===== src/rtl/ir_tx_pkg.sv =====
package ir_tx_pkg;
  localparam int FRAME_BITS = 32;

  typedef enum logic [2:0] {
    ST_IDLE, ST_LEAD_MARK, ST_LEAD_SPACE, ST_BIT_MARK, ST_BIT_SPACE, ST_STOP, ST_GAP
  } txState_t;

  typedef struct packed {
    logic loadFrame;
    logic shiftBit;
  } txStrobe_t;
endpackage


===== src/rtl/ir_tx_ctrl.sv =====
module ir_tx_ctrl
  import ir_tx_pkg::*;
#(
  parameter int UNIT_CYC         = 28125,
  parameter int FRAME_UNITS      = 192,
  parameter int LEAD_MARK_UNITS  = 16,
  parameter int LEAD_SPACE_UNITS = 8,
  parameter int ONE_SPACE_UNITS  = 3
) (
  input  logic      clk,
  input  logic      rstN,
  input  logic      sendEn,
  input  logic      curBit,
  output txStrobe_t strb,
  output logic      markOn,
  output logic      busy
);
  localparam int UW = $clog2(UNIT_CYC + 1);
  localparam int FW = $clog2(FRAME_UNITS + 1);
  localparam int BW = $clog2(FRAME_BITS);

  txState_t       state;
  logic [UW-1:0]  unitCnt;
  logic [FW-1:0]  phCnt;
  logic [FW-1:0]  frameUnits;
  logic [BW-1:0]  bitCnt;
  logic [FW-1:0]  phaseLen;
  logic           unitTick, phaseEnd, gapEnd;

  assign unitTick = (unitCnt == UW'(UNIT_CYC - 1));

  always_comb begin
    case (state)
      ST_LEAD_MARK:  phaseLen = FW'(LEAD_MARK_UNITS);
      ST_LEAD_SPACE: phaseLen = FW'(LEAD_SPACE_UNITS);
      ST_BIT_SPACE:  phaseLen = curBit ? FW'(ONE_SPACE_UNITS) : FW'(1);
      default:       phaseLen = FW'(1);
    endcase
  end

  assign phaseEnd = unitTick && (phCnt == phaseLen - FW'(1)) &&
                    (state != ST_IDLE) && (state != ST_GAP);
  assign gapEnd   = unitTick && (state == ST_GAP) &&
                    (frameUnits == FW'(FRAME_UNITS - 1));

  assign strb.loadFrame = sendEn && ((state == ST_IDLE) || gapEnd);
  assign strb.shiftBit  = phaseEnd && (state == ST_BIT_SPACE);
  assign markOn = (state == ST_LEAD_MARK) || (state == ST_BIT_MARK) || (state == ST_STOP);
  assign busy   = (state != ST_IDLE) && (state != ST_GAP);

  always_ff @(posedge clk or negedge rstN) begin
    if (!rstN) begin
      state      <= ST_IDLE;
      unitCnt    <= '0;
      phCnt      <= '0;
      frameUnits <= '0;
      bitCnt     <= '0;
    end else if (strb.loadFrame) begin
      state      <= ST_LEAD_MARK;
      unitCnt    <= '0;
      phCnt      <= '0;
      frameUnits <= '0;
      bitCnt     <= '0;
    end else if (state != ST_IDLE) begin
      unitCnt <= unitTick ? '0 : unitCnt + UW'(1);
      if (unitTick) begin
        frameUnits <= frameUnits + FW'(1);
        if (state != ST_GAP) phCnt <= phaseEnd ? '0 : phCnt + FW'(1);
      end
      if (phaseEnd) begin
        case (state)
          ST_LEAD_MARK:  state <= ST_LEAD_SPACE;
          ST_LEAD_SPACE: state <= ST_BIT_MARK;
          ST_BIT_MARK:   state <= ST_BIT_SPACE;
          ST_BIT_SPACE: begin
            bitCnt <= bitCnt + BW'(1);
            state  <= (bitCnt == BW'(FRAME_BITS - 1)) ? ST_STOP : ST_BIT_MARK;
          end
          ST_STOP:       state <= ST_GAP;
          default:       state <= state;
        endcase
      end
      if (gapEnd) state <= ST_IDLE;
    end
  end

  // the frame unit counter never runs past one frame period while active
  p_frame_bound_r7: assert property (@(posedge clk) disable iff (!rstN)
    (state != ST_IDLE) |-> (frameUnits < FW'(FRAME_UNITS)));

  // busy only rises after a start request was seen
  p_busy_rise_r11: assert property (@(posedge clk) disable iff (!rstN)
    $rose(busy) |-> $past(sendEn));

  // a frame always opens with a burst
  p_open_burst_r6: assert property (@(posedge clk) disable iff (!rstN)
    $rose(busy) |-> markOn);
endmodule


===== src/rtl/ir_tx_datapath.sv =====
module ir_tx_datapath
  import ir_tx_pkg::*;
#(
  parameter bit USE_CARRIER = 1'b0,
  parameter int CARR_PERIOD = 1316,
  parameter int CARR_HIGH   = 439
) (
  input  logic       clk,
  input  logic       rstN,
  input  txStrobe_t  strb,
  input  logic [7:0] addrIn,
  input  logic [7:0] cmdIn,
  input  logic       markOn,
  output logic       curBit,
  output logic       irOut
);
  logic [FRAME_BITS-1:0] shiftReg;

  always_ff @(posedge clk or negedge rstN) begin
    if (!rstN)              shiftReg <= '0;
    else if (strb.loadFrame) shiftReg <= {~cmdIn, cmdIn, ~addrIn, addrIn};
    else if (strb.shiftBit)  shiftReg <= shiftReg >> 1;
  end

  assign curBit = shiftReg[0];

  generate
    if (USE_CARRIER) begin : g_carrier
      localparam int CW = $clog2(CARR_PERIOD + 1);
      logic [CW-1:0] carrCnt;
      always_ff @(posedge clk or negedge rstN) begin
        if (!rstN)       carrCnt <= '0;
        else if (!markOn) carrCnt <= '0;
        else             carrCnt <= (carrCnt == CW'(CARR_PERIOD - 1)) ? '0 : carrCnt + CW'(1);
      end
      assign irOut = markOn && (carrCnt < CW'(CARR_HIGH));
    end else begin : g_plain
      assign irOut = markOn;
    end
  endgenerate

  // captured frame data only moves on a load or a bit shift
  p_hold_data_r9: assert property (@(posedge clk) disable iff (!rstN)
    (!strb.loadFrame && !strb.shiftBit) |=> $stable(shiftReg));
endmodule


===== src/rtl/ir_frame_tx.sv =====
module ir_frame_tx
  import ir_tx_pkg::*;
#(
  parameter int UNIT_CYC    = 28125,
  parameter int FRAME_UNITS = 192,
  parameter bit USE_CARRIER = 1'b0,
  parameter int CARR_PERIOD = 1316,
  parameter int CARR_HIGH   = 439
) (
  input  logic       clk,
  input  logic       rstN,
  input  logic       sendEn,
  input  logic [7:0] addrIn,
  input  logic [7:0] cmdIn,
  output logic       irOut,
  output logic       busy
);
  txStrobe_t strb;
  logic      markOn, curBit;

  ir_tx_ctrl #(.UNIT_CYC(UNIT_CYC), .FRAME_UNITS(FRAME_UNITS),
               .LEAD_MARK_UNITS(16), .LEAD_SPACE_UNITS(8), .ONE_SPACE_UNITS(3)) uCtrl (
    .clk(clk), .rstN(rstN), .sendEn(sendEn), .curBit(curBit),
    .strb(strb), .markOn(markOn), .busy(busy));

  ir_tx_datapath #(.USE_CARRIER(USE_CARRIER), .CARR_PERIOD(CARR_PERIOD),
                   .CARR_HIGH(CARR_HIGH)) uData (
    .clk(clk), .rstN(rstN), .strb(strb), .addrIn(addrIn), .cmdIn(cmdIn),
    .markOn(markOn), .curBit(curBit), .irOut(irOut));

  // no light leaves the emitter during a space
  p_space_dark_r10: assert property (@(posedge clk) disable iff (!rstN)
    !markOn |-> !irOut);
endmodule


===== config.mk =====
export PLATFORM = sky130hd
export DESIGN_NAME = ir_frame_tx
export DESIGN_NICKNAME = d
export VERILOG_FILES = /design/src/rtl/ir_tx_pkg.sv /design/src/rtl/ir_tx_ctrl.sv /design/src/rtl/ir_tx_datapath.sv /design/src/rtl/ir_frame_tx.sv
export SDC_FILE = /design/constraint.sdc
export NUM_CORES = 1
export LEC_CHECK = 0
export CAP_MARGIN = 20
export CORE_ASPECT_RATIO = 1.75
export CORE_MARGIN = 4
export CORE_UTILIZATION = 57
export DETAILED_ROUTE_END_ITERATION = 8
export GPL_TIMING_DRIVEN = 0
export PLACE_DENSITY = 0.76
export SYNTH_ARGS = -nofsm -noshare
export SYNTH_HDL_FRONTEND = slang
export SYNTH_HIERARCHICAL = 1
export SYNTH_SLANG_ARGS = --single-unit

===== constraint.sdc =====
create_clock -name clk -period 4 [get_ports clk]
set_clock_uncertainty 0.15 [all_clocks]
set_input_delay 0.6 -clock clk [delete_from_list [all_inputs] [get_ports clk]]
set_output_delay 0.6 -clock clk [all_outputs]
set_load 0.01 [all_outputs]

==> key figures <==
Run status
  • Status: finished clean

Worst hold path
  • Hold crit path type: input pin to async pin

Routing
  • 1st-iter DRT viols: 138
  • DRT antenna net count: 0
  • Routed wire per std cell: 16.1 um
  • Drt total wl: 7900 um
  • 1st-pass router iterations: 4
  • Vias/cell: 5.73
  • Vias post-DR: 2817
  • DR DRC count: 0

Clocking
  • Clock Path Buffers: 2
  • Root Buffer: clkbuf_16
  • # Post-CTS Setup Buffers: 0
  • CTS resizes: 0
  • Post-CTS Hold Buffers: 0
  • CTS clk-pin slew, worst paths: 0.06 ns
  • CTS Buf Count: 9
  • H-tree depth: 3
  • CTS Sinks: 71
  • Clk_lat worst skew: 0.33 ns
  • CTS tree: built

Yosys
  • Synth Register Bits: 71
  • Count leader, synth: dfrtp_1
  • Largest family of logic cells by synthesized area: simple AND/OR/NAND/NOR gates
  • Yosys cell types: 64
  • Synth Warn #: 6
  • Top-area cell type share of the netlist area: 0.451
  • Synth top area cells: dfrtp_1 (45%), mux2_4 (5.0%), mux2i_1 (4.6%), nor2_1 (3.8%), nand2_1 (3.7%)
  • Post-synthesis async set-or-reset flop share: 1.00
  • Adder-Cell Fraction of Synth Area: 0.0254
  • Synth Area in XOR/XNOR: 0.0597
  • Simple-gate share of the synthesized area: 0.193
  • Mux cell area share after synthesis: 0.104
  • Area fraction in compound gates after synthesis: 0.117
  • Post-synth EDFFs: 0
  • Leading area contributor after synthesis: dfrtp_1
  • Ys flop type: dfrtp_1
  • Synth top cells by count: dfrtp_1 (71), nor2_1 (40), nand2_1 (39)
  • Mean area per synthesized cell: 10.5 um2
  • Sequential area share after synthesis: 0.451
  • Synth Net Count: 401
  • Syn Inst Count: 374
  • Synth Cell Area: 3940 um2

GRT
  • Initial antenna violation count: 0
  • First-pass GRT wire length: 14000 um
  • Vias in the first global route: 3040
  • All-Layer GR Usage: 0.208
  • Pin count of the biggest net entering global routing: 72
  • Gr ovfl total: 0

Die
  • Core area: 6640 um2
  • Die H: 118 um
  • Die X: 70.9 um
  • Boundary pin count: 21
  • Initial Util: 0.594
  • Die ar.: 8360 um2
  • Row count: 39

Timing
  • Total negative slack: 0 ns
  • Slew at the pin with the worst max-slew slack: 0.873 ns
  • Pins Over Slew Limit: 0
  • Number of hold violations in the final report: 0
  • Fin crit period: 3.67 ns
  • Worst setup margin: 0.325 ns
  • Unrepaired setup endpoints after global routing: no
  • FMAX: 0.272 GHz
  • Max_slew headroom: 0.418
  • Tcrit/Tclk final: 0.919
  • Final setup vio count: 0

Power and ir drop
  • Peak supply drop: 0.000233 V
  • Power Density: 345 nW/um2
  • Final Power: 1.58 mW
  • Leak pwr: 1.87 nW

Finish
  • Ratio of cells with drive above 1 in the final layout: 0.166
  • Diode count: 0
  • Final #Nets: 432
  • Final Cell Area: 4560 um2
  • Synth-to-layout area growth: 15.7%
  • Total of fill cells in the finished design: 529

Worst setup path
  • Reg-to-Reg End: uData/shiftReg[23]
  • Critical path startpoint category: flip-flop
  • CP Class: flip-flop to flip-flop
  • Critical path arrival: 3.72 ns
  • CP endpoint kind: flip-flop
  • CP endpoint: uData/shiftReg[23]
  • Worst setup path startpoint: uCtrl/state[0]
  • R2r worst-path depth: 17
  • Critical path fanouts, max: 10
  • Reg-to-Reg Start: uCtrl/state[0]
  • CP required: 4.04 ns
  • R2R setup slack: 0.33 ns

Flow run
  • Max-cap viol count: 0

Placed design
  • Placed Area: 4240 um2
  • Dpl ws: 0.318 ns
  • DP Wirelength: 5510 um
  • IO buf count: 20
  • Global placer's final weighted congestion: 0.830
-- sequential cells by signal, indices dropped and copies added, names as in the netlist --
signal / cells
uCtrl/bitCnt: 5
uCtrl/frameUnits: 8
uCtrl/phCnt: 8
uCtrl/state: 3
uCtrl/unitCnt: 15
uData/shiftReg: 32
-- power by group --
| group | internal [mW] | switching [mW] | total (mW) |
|---|---|---|---|
| registers | 0.719 | 0 | 0.719 |
| logic | 0.0151 | 0.0166 | 0.0316 |
| clock network | 0.534 | 0.291 | 0.825 |
| total | 1.27 | 0.307 | 1.58 |
-- worst max-delay path, stage by stage, from the launching register on --
cell and delay [ns]:
dfrtp_1 0.42, buf_6 0.16, inv_1 0.16, nand2_1 0.15, nor2_1 0.16, nand2_1 0.08
ha_1 0.24, ha_1 0.30, xnor2_1 0.15, nor4_2 0.15, nand2_1 0.19, nor4b_4 0.29
buf_6 0.18, buf_6 0.14, buf_12 0.15, buf_12 0.14, mux2i_1 0.22, mux2i_1 0.10
-- placed cells by master (no fill, tap or decap), types with 3 or more instances in the layout --
cell | netlist | routed
clkbuf_16 | 0 | 9
or3_1 | 5 | 5
inv_1 | 8 | 8
or2_2 | 3 | 3
nand2_1 | 39 | 39
and3_1 | 7 | 7
nand3_1 | 6 | 6
nor3_1 | 4 | 4
mux2_2 | 3 | 3
nand4_1 | 6 | 6
clkbuf_1 | 4 | 5
a21oi_1 | 11 | 11
xor2_1 | 13 | 13
nor2_1 | 40 | 40
ha_1 | 8 | 8
buf_12 | 3 | 3
mux2_4 | 13 | 13
clkdlybuf4s50_1 | 0 | 19
xnor2_1 | 12 | 12
nand2b_1 | 5 | 5
nor4_2 | 2 | 3
buf_6 | 5 | 5
clkbuf_8 | 0 | 3
buf_2 | 6 | 6
mux2i_1 | 18 | 18
o21ai_1 | 5 | 5
o21ai_0 | 20 | 20
dfrtp_1 | 71 | 71
o21a_1 | 16 | 16
-- through the flow --
stage | utilization | instances | hold WS [ns]
6_report | 0.687 | 492 | 0.223
5_1_grt | 0.687 | 492 | 0.314
2_1_floorplan | - | 374 | 0.154
4_1_cts | 0.686 | 492 | 0.276
3_3_place_gp | 0.640 | 476 | 0.339
3_5_place_dp | 0.639 | 476 | 0.344
-- final cells by class --
cell class,count,area [um2],area share
Inverter,8,30.0,0.00658
Timing Repair Buffer,20,198,0.0433
Tap cell,82,103,0.0225
Buffer,19,170,0.0373
Sequential cell,71,1780,0.389
Clock inverter,2,37.5,0.00823
Clock buffer,14,274,0.0601
Multi-Input combinational cell,276,1970,0.433
-- routing by layer --
metal / global-route usage / vias up / share of wire
met5: 0 / - / 0
met4: 0.109 / 0 / 0.033
met3: 0.0487 / 20 / 0.032
met2: 0.354 / 52 / 0.53
met1: 0.237 / 1385 / 0.40
li1: - / 1360 / -
-- kinds of logic (layout without fill, tap and decap cells) --
kind of cell | count (synthesis) | count (layout)
muxes | 34 | 34
DFF | 71 | 71
and+or+nand+nor | 140 | 140
buffers and inverters | 27 | 63
adders and majority gates | 8 | 8
xor gates and xnor gates | 26 | 26
AOI/OAI and AO/OA | 68 | 68
-- how the worst min path moves through the flow --
| stage | from | to | cells past startpoint |
|---|---|---|---|
| global placement | uData/shiftReg[31] | uData/shiftReg[31] | 1 |
| finish | rstN | uData/shiftReg[2] | 1 |
| global route | rstN | uData/shiftReg[2] | 1 |
| CTS | rstN | uData/shiftReg[3] | 1 |
| floorplan | rstN | uCtrl/bitCnt[0] | 0 |
| detailed placement | uData/shiftReg[31] | uData/shiftReg[31] | 1 |
(Power assumes the default switching activity.)
